--- config.mk ---
export PLATFORM = sky130hd
export DESIGN_NAME = crc16_record_guard
export DESIGN_NICKNAME = d
export VERILOG_FILES = /design/src/rtl/crc16_guard_pkg.sv /design/src/rtl/crc16_byte_step.sv /design/src/rtl/crc16_accum.sv /design/src/rtl/crc16_trailer_seq.sv /design/src/rtl/crc16_verdict.sv /design/src/rtl/crc16_record_guard.sv
export SDC_FILE = /design/constraint.sdc
export NUM_CORES = 1
export LEC_CHECK = 0
export CAP_MARGIN = 10
export CORE_ASPECT_RATIO = 1.75
export CORE_MARGIN = 2
export CORE_UTILIZATION = 46
export CTS_CLUSTER_SIZE = 16
export DETAILED_ROUTE_END_ITERATION = 12
export HOLD_SLACK_MARGIN = 0.12
export PLACE_DENSITY_LB_ADDON = 0.2
export SYNTH_ARGS = -nofsm -noshare
export SYNTH_HDL_FRONTEND = slang
export SYNTH_SLANG_ARGS = --single-unit
--- constraint.sdc ---
create_clock -name clk -period 2.08 [get_ports clk]
set_clock_uncertainty 0.15 [all_clocks]
set_input_delay 0.208 -clock clk [delete_from_list [all_inputs] [get_ports clk]]
set_output_delay 0.208 -clock clk [all_outputs]
set_load 0.02 [all_outputs]
--- src/rtl/crc16_guard_pkg.sv ---
// Shared constants and types for the CRC-16 record guard.
package crc16_guard_pkg;
    localparam int BYTE_W = 8;
    localparam int CRC_W  = 2 * BYTE_W;
    localparam logic [CRC_W-1:0] POLY_REFL = 16'hA001;
    localparam logic [CRC_W-1:0] PASS_RESIDUE = 16'hB001;

    typedef enum logic {
        MODE_WRITE = 1'b0,
        MODE_READ  = 1'b1
    } rec_mode_e;

    typedef enum logic [1:0] {
        EMIT_IDLE = 2'd0,
        EMIT_LOW  = 2'd1,
        EMIT_HIGH = 2'd2
    } emit_state_e;
endpackage

--- src/rtl/crc16_byte_step.sv ---
// Combinational one-byte update of a reflected CRC-16 (generator 0xA001).
// Assumes least-significant-bit-first order. The eight serial shifts are
// collapsed: with d = data ^ crc_low and p its parity, the result is the old
// high byte moved low, XOR d placed at bits 6 and 7 of a 16-bit word, XOR
// 0xC001 when p is set.
module crc16_byte_step
    import crc16_guard_pkg::*;
(
    input  logic [CRC_W-1:0]  crc_i,
    input  logic [BYTE_W-1:0] data_i,
    output logic [CRC_W-1:0]  crc_o
);
    logic [BYTE_W-1:0] mix;
    logic              par;
    logic [CRC_W-1:0]  wide;
    logic [CRC_W-1:0]  spread;
    logic [CRC_W-1:0]  par_term;

    // Purpose: closed-form byte update.
    always_comb begin
        mix      = data_i ^ crc_i[BYTE_W-1:0];
        par      = ^mix;
        wide     = {{(CRC_W-BYTE_W){1'b0}}, mix};
        spread   = (wide << 6) ^ (wide << 7);
        par_term = par ? 16'hC001 : '0;
        crc_o    = {{BYTE_W{1'b0}}, crc_i[CRC_W-1:BYTE_W]} ^ spread ^ par_term;
    end
endmodule

--- src/rtl/crc16_accum.sv ---
// Running CRC register. Clearing takes priority over loading.
module crc16_accum
    import crc16_guard_pkg::*;
(
    input  logic             clk,
    input  logic             rst_n,
    input  logic             clear_i,
    input  logic             load_i,
    input  logic [CRC_W-1:0] next_i,
    output logic [CRC_W-1:0] crc_o
);
    // Purpose: hold, clear or advance the residue.
    always_ff @(posedge clk) begin
        if (!rst_n)       crc_o <= '0;
        else if (clear_i) crc_o <= '0;
        else if (load_i)  crc_o <= next_i;
    end
endmodule

--- src/rtl/crc16_trailer_seq.sv ---
// Outputs the inverted register as two trailer bytes, low byte first.
// Assumes the register is frozen while busy_o is high.
module crc16_trailer_seq
    import crc16_guard_pkg::*;
(
    input  logic              clk,
    input  logic              rst_n,
    input  logic              abort_i,
    input  logic              trigger_i,
    input  logic [CRC_W-1:0]  crc_i,
    output logic              busy_o,
    output logic              trl_vld_o,
    output logic [BYTE_W-1:0] trl_byte_o
);
    emit_state_e state_q;

    // Purpose: step through the two trailer cycles.
    always_ff @(posedge clk) begin
        if (!rst_n || abort_i) state_q <= EMIT_IDLE;
        else begin
            case (state_q)
                EMIT_IDLE: if (trigger_i) state_q <= EMIT_LOW;
                EMIT_LOW:  state_q <= EMIT_HIGH;
                default:   state_q <= EMIT_IDLE;
            endcase
        end
    end

    // Purpose: select the inverted byte for the current trailer cycle.
    always_comb begin
        busy_o    = (state_q != EMIT_IDLE);
        trl_vld_o = busy_o;
        case (state_q)
            EMIT_LOW:  trl_byte_o = ~crc_i[BYTE_W-1:0];
            EMIT_HIGH: trl_byte_o = ~crc_i[CRC_W-1:BYTE_W];
            default:   trl_byte_o = '0;
        endcase
    end
endmodule

--- src/rtl/crc16_verdict.sv ---
// Registers the pass or fail outcome of a read record; holds it otherwise.
module crc16_verdict
    import crc16_guard_pkg::*;
#(
    parameter logic [CRC_W-1:0] GOOD_RESIDUE = PASS_RESIDUE
) (
    input  logic             clk,
    input  logic             rst_n,
    input  logic             judge_i,
    input  logic [CRC_W-1:0] residue_i,
    output logic             pass_o,
    output logic             fail_o
);
    logic good;

    // Purpose: compare the final residue against the pass constant.
    always_comb good = (residue_i == GOOD_RESIDUE);

    // Purpose: update the verdict only when a read record is closed.
    always_ff @(posedge clk) begin
        if (!rst_n) begin
            pass_o <= 1'b0;
            fail_o <= 1'b0;
        end else if (judge_i) begin
            pass_o <= good;
            fail_o <= !good;
        end
    end
endmodule

--- src/rtl/crc16_record_guard.sv ---
// Top: byte-wide CRC-16 record guard. In write mode it produces an inverted
// two-byte trailer. In read mode it checks for the pass residue.
// Assumes one byte per cycle at most, and a start before each record.
module crc16_record_guard
    import crc16_guard_pkg::*;
#(
    parameter logic [CRC_W-1:0] GOOD_RESIDUE = PASS_RESIDUE
) (
    input  logic              clk,
    input  logic              rst_n,
    input  logic              start_i,
    input  logic              mode_i,
    input  logic [BYTE_W-1:0] byte_i,
    input  logic              byte_vld_i,
    input  logic              eor_i,
    output logic [BYTE_W-1:0] trl_byte_o,
    output logic              trl_vld_o,
    output logic              pass_o,
    output logic              fail_o
);
    rec_mode_e        mode_q;
    logic [CRC_W-1:0] crc_q;
    logic [CRC_W-1:0] crc_step;
    logic [CRC_W-1:0] crc_after;
    logic             busy;
    logic             take_byte;
    logic             close_rec;

    // Purpose: latch the record mode when a record is opened.
    always_ff @(posedge clk) begin
        if (!rst_n)       mode_q <= MODE_WRITE;
        else if (start_i) mode_q <= rec_mode_e'(mode_i);
    end

    // Purpose: decide what is accepted this cycle; start and output win.
    always_comb begin
        take_byte = byte_vld_i && !start_i && !busy;
        close_rec = eor_i && !start_i && !busy;
        crc_after = take_byte ? crc_step : crc_q;
    end

    crc16_byte_step u_step (
        .crc_i  (crc_q),
        .data_i (byte_i),
        .crc_o  (crc_step)
    );

    crc16_accum u_acc (
        .clk     (clk),
        .rst_n   (rst_n),
        .clear_i (start_i),
        .load_i  (take_byte),
        .next_i  (crc_step),
        .crc_o   (crc_q)
    );

    crc16_trailer_seq u_trl (
        .clk        (clk),
        .rst_n      (rst_n),
        .abort_i    (start_i),
        .trigger_i  (close_rec && (mode_q == MODE_WRITE)),
        .crc_i      (crc_q),
        .busy_o     (busy),
        .trl_vld_o  (trl_vld_o),
        .trl_byte_o (trl_byte_o)
    );

    crc16_verdict #(.GOOD_RESIDUE(GOOD_RESIDUE)) u_ver (
        .clk       (clk),
        .rst_n     (rst_n),
        .judge_i   (close_rec && (mode_q == MODE_READ)),
        .residue_i (crc_after),
        .pass_o    (pass_o),
        .fail_o    (fail_o)
    );
endmodule

; Yosys cells after proc, flatten, opt, wreduce, memory -nomap -nowiden
; Cells that the tools add are included.
; Widths: inputs -> output; s select.
[op_classes]
n_reduce_logical = 15
bitwise = 8
mux = 5
eq_ne = 4
[ops]
columns = operator, n
row1 = $mux 16, 2
row2 = $eq 16x16->1 const B, 1
row3 = $not 8->8, 2
row4 = $pmux 8 s2, 1
row5 = $xor 16x16->16, 1
row6 = $xor 14x15->15, 1
row7 = $xor 8x15->15, 1
row8 = $reduce_xor 8->1, 1
row9 = $xor 8x8->8, 1
row10 = $logic_and 1x1->1, 6
row11 = $logic_not 1->1, 4
row12 = $pmux 2 s2, 1
row13 = $eq 2x1->1 const B, 1
row14 = $eq 2x2->1 const B, 1
row15 = $logic_not 2->1, 1
row16 = $mux 2, 1
row17 = $ne 2x1->1 const B, 1
row18 = $not 1->1, 2
row19 = $reduce_bool 2->1, 1
row20 = $reduce_or 2->1, 1
row21 = $logic_or 1x1->1, 1
[totals]
reg_bits = 21
output_inout_bits = 11
input_bits = 14

; Longest topological paths before layout
; Gate-level depths: netlist (run 1).
[logic_depth]
depth_word = 7
ltp_mapped = 9

; Modules after synthesis
; From an unflattened synthesis (run 1), not the netlist that was laid out.
[hier_totals]
cells_unflattened = 153
area_unflattened_um2 = 1590.3
[by_module_without_submodules]
columns = mod, cells_each, area_each_um2, n_inst
row1 = crc16_accum, 53, 594.3, 1
row2 = crc16_record_guard, 23, 310.3, 1
row3 = crc16_byte_step, 28, 291.5, 1
row4 = crc16_trailer_seq, 35, 276.5, 1
row5 = crc16_verdict, 14, 117.6, 1

; Worst setup path before layout (run 1)
; OpenSTA, ideal clock, no wires.
[synth_path]
kind = reg-to-reg
startpoint = register u_acc.crc_o[1]
endpoint = register u_ver.pass_o
path_slack_ps = 131
setup_ps = 84
arrival_ps = 1715
period_less_slack_ps = 1949
path_stages_with_launch = 7
n_path_buf = 0
path_cell_list = dfxtp_1 -> xnor2_2 -> xor2_2 -> xor2_2 -> xnor3_1 -> o21a_1 -> o31ai_2
[synth_via]
elab_chain_len = 6
elab_cells_between_ends = 8
classes_between = 1 x eq/ne / 2 x mux / 4 x bitwise / 1 x reduce/logical
[synth_lines]
columns = element, line_no
row1 = from (decl), crc16_accum.sv:10  ; output logic [CRC_W-1:0] crc_o
row2 = from (signal assigned), crc16_accum.sv:16  ; else if (load_i) crc_o <= next_i;
row3 = $xor 8x8->8, crc16_byte_step.sv:21  ; mix = data_i ^ crc_i[BYTE_W-1:0];
row4 = $reduce_xor 8->1 / $xor 14x15->15 (equally long branches), "crc16_byte_step.sv:22, crc16_byte_step.sv:24"
row5 = $mux 16 / $xor 8x15->15 (equally long branches), "crc16_byte_step.sv:25, crc16_byte_step.sv:26"
row6 = $xor 16x16->16, crc16_byte_step.sv:26  ; crc_o = {{BYTE_W{1'b0}}, crc_i[CRC_W-1:BYTE_W]} ^ spread ^ par_term;
row7 = $mux 16 (*), -
row8 = $eq 16x16->1 (*), crc16_verdict.sv:17  ; always_comb good = (residue_i == GOOD_RESIDUE);
row9 = to (signal assigned), crc16_verdict.sv:25  ; pass_o <= good;
row10 = to (decl), crc16_verdict.sv:11  ; output logic pass_o,
; Every way passes the cells marked *; elsewhere a longest branch is shown, timed or not.
; A chain may end at the register's enable or synchronous reset.

; Worst setup path in the final report (run 1)
[layout_path]
startpoint = input byte_i[1]
endpoint = register u_ver.pass_o
[layout_via]
elab_chain_len = 6
elab_cells_between_ends = 8
classes_between = 1 x eq/ne / 2 x mux / 4 x bitwise / 1 x reduce/logical
[layout_lines]
columns = element, line_no
row1 = from (decl), crc16_record_guard.sv:13  ; input logic [BYTE_W-1:0] byte_i,
row2 = $xor 8x8->8 (*), crc16_byte_step.sv:21
row3 = $reduce_xor 8->1 / $xor 14x15->15 (equally long branches), "crc16_byte_step.sv:22, crc16_byte_step.sv:24"
row4 = $mux 16 / $xor 8x15->15 (equally long branches), "crc16_byte_step.sv:25, crc16_byte_step.sv:26"
row5 = $xor 16x16->16 (*), crc16_byte_step.sv:26
row6 = $mux 16 (*), -
row7 = $eq 16x16->1 (*), crc16_verdict.sv:17
; Marks and branches as above.

==> results of run 1 <==
==> flip-flops by register name, summed over array words and instances, names as in the netlist <==
register	flops
mode_q	1
u_acc.crc_o	16
u_trl.state_q	2
u_ver.fail_o	1
u_ver.pass_o	1
==> cell usage after synthesis <==
| cell | instances | area, um2 |
|---|---|---|
| nand2_1 | 13 | 48.8 |
| o21a_1 | 1 | 7.51 |
| a211oi_1 | 8 | 60.1 |
| nor2_1 | 18 | 67.6 |
| dfxtp_1 | 21 | 420 |
| nand3_1 | 2 | 10.0 |
| nand2b_1 | 2 | 12.5 |
| xnor3_1 | 1 | 22.5 |
| and3_1 | 1 | 6.26 |
| o41ai_1 | 1 | 8.76 |
| o21ai_1 | 1 | 5.00 |
| clkbuf_1 | 6 | 22.5 |
| inv_2 | 1 | 3.75 |
| xor2_1 | 1 | 8.76 |
| nand4_1 | 2 | 12.5 |
| inv_1 | 5 | 18.8 |
| and2_1 | 8 | 50.1 |
| a21oi_1 | 9 | 45.0 |
| or3_1 | 1 | 6.26 |
| nor2b_1 | 2 | 12.5 |
| or2_1 | 1 | 6.26 |
| o31ai_2 | 1 | 12.5 |
| nor4b_1 | 2 | 17.5 |
| mux2i_1 | 1 | 10.0 |
| o31a_1 | 1 | 8.76 |
| a31oi_1 | 1 | 6.26 |
| and3b_1 | 1 | 8.76 |
| ha_1 | 5 | 62.6 |
| o31ai_1 | 1 | 7.51 |
| xnor2_2 | 7 | 114 |
| o21ai_0 | 3 | 15.0 |
| o22ai_1 | 8 | 50.1 |
| xnor2_1 | 11 | 96.3 |
| nor3_1 | 2 | 10.0 |
| nand4b_1 | 2 | 17.5 |
| xor2_2 | 2 | 32.5 |
| nand3b_1 | 1 | 7.51 |
==> critical path: cells and delay by family <==
family	cells	cell delay, ns
buffers and inverters	1	0.45
XOR/XNOR	4	1.06
AO/OA/AOI/OAI	2	0.38
==> worst max path at each step <==
| stage | endpoint | cells past startpoint | slack [ns] |
|---|---|---|---|
| after global routing | u_ver.pass_o$_SDFFE_PN0P_ | 8 | -0.05 |
| final | u_ver.pass_o$_SDFFE_PN0P_ | 7 | 0.02 |
| after floorplan | u_ver.pass_o$_SDFFE_PN0P_ | 6 | 0.13 |
| after global placement | u_ver.pass_o$_SDFFE_PN0P_ | 7 | -0.26 |
| after CTS | u_ver.pass_o$_SDFFE_PN0P_ | 9 | -0.008 |
| after detailed placement | u_ver.pass_o$_SDFFE_PN0P_ | 7 | -0.35 |
==> cell families after synthesis <==
kind of cell / after synthesis
AO/OA/AOI/OAI: 35
flip-flops: 21
XOR/XNOR: 22
adder cells (fa/ha/maj): 5
AND/OR/NAND/NOR: 58
buffers and inverters: 12
multiplexers: 1
==> layout make-up <==
type / instances / area (um2)
fillers: 195 / 723
clock buffers: 4 / 45.0
inverters: 6 / 22.5
multi-input cells: 121 / 970
well taps: 27 / 33.8
repair buffers: 59 / 503
flip-flops and latches: 21 / 424
==> power breakdown <==
| group | internal, uW | switching, uW | total, uW |
|---|---|---|---|
| sequential | 414 | 13.6 | 428 |
| clock | 137 | 144 | 280 |
| combinational | 231 | 187 | 418 |
==> repair_timing <==
action                                 in CTS  in global routing
setup buffers                               3                  6
cloned                                      0                  0
endpoints found under the hold margin       0                  0
setup endpoints to repair                   9                 11
pin swaps                                   6                  8
gates resized for setup                    14                 18
==> per-layer routing <==
metal	GRT usage (%)	part of all wire (%)
met5	0	0
met4	15.2	3.1
met3	2.64	5.6
met2	47.2	56
met1	24.1	35
==> placed cells by master (no fill, tap or decap), types with 2 or more instances in the layout <==
master,n
nand4b_1,2
o22ai_1,8
clkdlybuf4s50_1,12
ha_1,4
xnor2_1,7
and2_1,8
nand2_1,13
buf_4,35
o21ai_0,2
a211oi_1,8
dlymetal6s2s_1,4
nor3_1,2
dfxtp_1,18
xnor2_4,3
a21oi_1,8
nor4b_1,2
inv_2,4
nand4_1,2
nor2_1,17
dfxtp_2,3
o21ai_1,2
clkbuf_8,3
nand2b_1,2
dlygate4sd2_1,8
nand3_1,2
xnor2_2,8
nor2b_1,2
inv_1,2
==> per-stage QoR <==
step / total power, uW / worst slack, ns / util [%]
6_report: 1130 / 0.0228 / 73.4
5_1_grt: 1170 / -0.0479 / 73.4
4_1_cts: 1060 / -0.00848 / 68.7
3_5_place_dp: 757 / -0.352 / 65.4
3_3_place_gp: 747 / -0.264 / 65.4
2_1_floorplan: 619 / 0.131 / -
==> impl_results.md, run 1 <==
* Status: finished clean
* Post-detail-place hpwl at 2.77 mm
* Worst reg2reg setup slack at 0.05 ns
* DIE AREA at 3360 um2
* Post-route minimum period at 2.06 ns
* Sequential-to-total area share from yosys stat at 31.5%
* VDD IR max at 0.371 mV
* Hold path startpoint: u_ver.pass_o$_SDFFE_PN0P_
* RSZ-0062 raised after global routing: true
* Root Driver: clkbuf_8
* Tcrit/Tclk final at 98.9%
* Starting Density at 49.0%
* Buffers on Ports at 24
* Maximum clock path buffer count at 2
* Crit path required time at 2.12 ns
* Power Density at 564 nW/um2
* # setup viols final at 0
* Drt total wl at 3.85 mm
* Final Hold Vio Count at 0
* Synth warn at 0
* Hold Buf Count CTS at 0
* Critical Path AT at 2.10 ns
* Antenna Nets Post-Route at 0
* Adder-Cell Fraction of Synth Area at 4.69%
* GRT Residual Overflow at 0
* Mapped cell area at 1330 um2
* DRC at 0
* Number of antenna violations at the first check in global routing at 0
* Synthesized area per cell at 8.65 um2
* H-tree depth at 1
* Cell variety after synth at 37
* Slew @ Worst Pin at 0.432 ns
* Slowest cell on crit path: clkdlybuf4s50_1
* First-pass GRT wire length at 6.01 mm
* Compound-Gate Fraction of Synth Area at 17.0%
* Main combinational cell family by area after synthesis: simple AND/OR/NAND/NOR gates
* Area growth syn-to-layout at 50.0%
* CP Launch Point: byte_i[1]
* Critical Path End Type: register
* # diodes at 0
* Worst hold path class: reg -> reg
* Row cnt at 25
* Final instance area at 2000 um2
* Cells after DPL at 225
* Hold EP: u_ver.pass_o$_SDFFE_PN0P_
* CP Cell Sequence: clkdlybuf4s50_1 -> xnor2_2 -> xor2_4 -> xor2_2 -> xnor3_1 -> o21a_1 -> o31ai_2
* Slew Limit Fails at 0
* Max Cap Viol at 0
* Critical path fanouts, max at 2
* Via/cell ratio at 5.60
* Clk_lat worst skew at 0.27 ns
* Slowest stage delay, CP at 0.45 ns
* Leakage Power at 0.000883 uW
* Slew HR at 70.9%
* Die Ht at 75.2 um
* Total core area at 2720 um2
* Drt initial violations at 46
* Max Fclk at 486 MHz
* Xor and xnor area share after synthesis at 20.6%
* Drt pass-1 iters at 4
* Setup crit start kind: primary input
* Crit Path Category: in -> reg
* Num Clock Sinks at 21
* Worst-path clk slew at 0.09 ns
* Reg2reg end: u_ver.pass_o$_SDFFE_PN0P_
* Hold Crit Depth at 2
* Synth Net Count at 173
* Global placer's final weighted congestion at 0.906
* DR vias at 1332
* Routed wire length per instance at 16.2 um
* Synthesis-stage register bit count at 21
* Io pins at 25
* Reg2reg start: u_acc.crc_o[0]$_SDFF_PP0_
* Inserted Clock Buffers at 3
* CTS tree: done
* Final non-filler cell total at 238
* Mux cell area share after synthesis at 0.751%
* Total GRT Usage at 24.7%
* Vias in the first global route at 1385
* Sum Neg Setup Slack at 0 ns
* Share of cells above drive strength 1 at 29.9%
* Die W at 44.7 um
* DP Area at 1780 um2
* Final Hold Slack at 0.336 ns
* Cell count after synthesis at 154
* Synth Area in Simple Gates at 22.1%
* Reg2reg path depth at 7
* Largest net degree at the start of global routing at 20
* Layout Nets at 231
No activity file was read; power rests on OpenSTA's default activity.
==> inputs of run 2 (changes only) <==
- CAP_MARGIN: 10 -> 5
==> results of run 2 <==
Final layout, timing and power as in run 1 (identical DEF).
==> inputs of run 3 (changes only) <==
- SETUP_SLACK_MARGIN: default -> 0.5
==> run 3 against run 2 <==
Net effect:
- sequential share of layout area fell by 2.0 points
- register-to-register slack lost 0.05 ns
- maximum frequency decreased by 1.1%
- clock power down 2%
- count of clock-buffer cells in the layout unchanged
- critical path depth is 1 lower
- final cell count grew 5.5%
- cell area increased by 16%
- utilization increased by 12 points
- sequential power about the same
- flip-flop and latch count did not move
- critical path type is now reg -> reg
==> impl_results.md, run 3 (same netlist as run 1, synthesis figures left out) <==
* Status: finished clean
* Sum Neg Setup Slack at 0 ns
* Worst Path Buf+Inv at 0
* Critical path fanouts, max at 3
* Max Cap Viol at 0
* Io pins at 25
* # diodes at 0
* Drt initial violations at 57
* Final Hold Slack at 0.365 ns
* Power Density at 492 nW/um2
* # setup viols final at 0
* Drt pass-1 iters at 5
* Worst hold path class: reg -> reg
* Drt total wl at 4.93 mm
* Largest net degree at the start of global routing at 19
* DP Area at 1820 um2
* CP Cell Sequence: xnor2_4 -> xnor2_2 -> xnor2_2 -> xnor3_1 -> o21a_1 -> o31ai_2
* Num Clock Sinks at 21
* Final Hold Vio Count at 0
* First-pass GRT wire length at 6.52 mm
* Grt met2 use at 50.1%
* GRT busiest layer: met2
* Commonest non-fill, non-tap cell in the layout: buf_4
* Maximum clock path buffer count at 2
* Global placer's final weighted congestion at 0.930
* Final instance area at 2330 um2
* Root Driver: clkbuf_8
* Antenna Nets Post-Route at 0
* Max Fclk at 481 MHz
* Leakage Power at 0.00101 uW
* Die W at 44.7 um
* GR Layer Usage met3 at 2.88%
* Row cnt at 25
* Layout Utilization at 85.5%
* Total GRT Usage at 26.5%
* Slew Limit Fails at 0
* Top Registers: u_acc.crc_o: 16 flops, u_trl.state_q: 2 flops
* Post-route minimum period at 2.08 ns
* Inserted Clock Buffers at 3
* Number of antenna violations at the first check in global routing at 0
* H-tree depth at 1
* VDD IR max at 0.469 mV
* Max reg flops at 16
* Layout Nets at 244
* DIE AREA at 3360 um2
* Via/cell ratio at 5.83
* Crit path required time at 2.11 ns
* Slowest cell on crit path: xnor3_1
* Slew @ Worst Pin at 0.429 ns
* Critical Path End Type: register
* Vias in the first global route at 1380
* Tcrit/Tclk final at 100%
* GRT Residual Overflow at 0
* Buffers on Ports at 24
* Top cell by count, worst path: xnor2_2
* RSZ-0062 raised after global routing: true
* Biggest register: u_acc.crc_o
* Slowest stage delay, CP at 0.41 ns
* Area growth syn-to-layout at 74.6%
* Slew HR at 71.0%
* Clk_lat worst skew at 0.26 ns
* Crit Path Category: reg -> reg
* DR vias at 1464
* Critical Path AT at 2.11 ns
* Met1 GRT Util at 28.3%
* CTS tree: done
* Share of cells above drive strength 1 at 50.4%
* Die Ht at 75.2 um
* Worst-path clk slew at 0.08 ns
* Setup crit start kind: register
* Routed wire length per instance at 19.6 um
* Most frequent cells in the layout: buf_4 (38), buf_6 (18), nor2_1 (16), nand2_1 (12), dfxtp_1 (11)
* Starting Density at 49.0%
* Total core area at 2720 um2
* Post-detail-place hpwl at 2.85 mm
* Worst path top cell family by delay: XOR/XNOR gates
* DRC at 0
-- run 3: cell types whose count changed in the layout (fill, tap and decap cells not counted), sizes merged --
cell / before / now
clkbuf: 4 / 5
dlygate4sd2: 8 / 5
dlymetal6s2s: 4 / 5
clkdlybuf4s50: 12 / 5
buf: 35 / 56
-- run 3: through the flow --
step | cells | power, uW | setup WS (ns)
finish | 251 | 1150 | 0.0000753
floorplan | 154 | 643 | 0.241
CTS | 235 | 1070 | 0.0811
detailed placement | 219 | 774 | -0.259
global route | 251 | 1180 | -0.0495
global placement | 219 | 766 | -0.214
-- run 3: worst register-to-register path, cell delays in order, from the launching register on --
cell and delay [ns]:
dfxtp_4 0.37, xnor2_4 0.23, xnor2_2 0.13, xnor2_2 0.27, xnor3_1 0.41, o21a_1 0.23
o31ai_2 0.19
-- run 3: final cells by class --
class | instances | area [um2]
multi-input cells | 121 | 1110
repair buffers | 72 | 649
flip-flops and latches | 21 | 448
fillers | 139 | 394
clock buffers | 4 | 45.0
inverters | 6 | 42.5
well taps | 27 | 33.8
-- run 3: where the power goes --
group          leakage (uW)  switching (uW)  internal (uW)
clock             0.0000228             136            137
combinational      0.000812             206            241
sequential         0.000177            19.1            408
total               0.00101             361            785
-- run 3: layer usage --
| metal | part of all wire (%) | wire [um] |
|---|---|---|
| met1 | 34 | 1690 |
| met2 | 57 | 2810 |
| met3 | 4.6 | 226 |
| met4 | 4.0 | 198 |
| met5 | 0 | 0 |
-- run 3: timing repair --
item | in CTS | in global routing
endpoints found under the setup margin | 28 | 25
hold buffers | 0 | 0
setup buffers | 12 | 16
pin swaps | 18 | 32
resized for setup | 77 | 45
-- run 3: path summary, 6_finish.rpt --
| kind | from | to | slack (ns) | depth (start not counted) |
|---|---|---|---|---|
| setup / recovery | u_acc.crc_o[4]$_SDFF_PP0_ | u_ver.pass_o$_SDFFE_PN0P_ | 0.00008 | 6 |
| hold / removal | u_acc.crc_o[10]$_SDFF_PP0_ | u_acc.crc_o[2]$_SDFF_PP0_ | 0.36 | 2 |
| setup reg to reg | u_acc.crc_o[4]$_SDFF_PP0_ | u_ver.pass_o$_SDFFE_PN0P_ | 0.00008 | 6 |
| hold reg to reg | u_acc.crc_o[10]$_SDFF_PP0_ | u_acc.crc_o[2]$_SDFF_PP0_ | 0.36 | 2 |
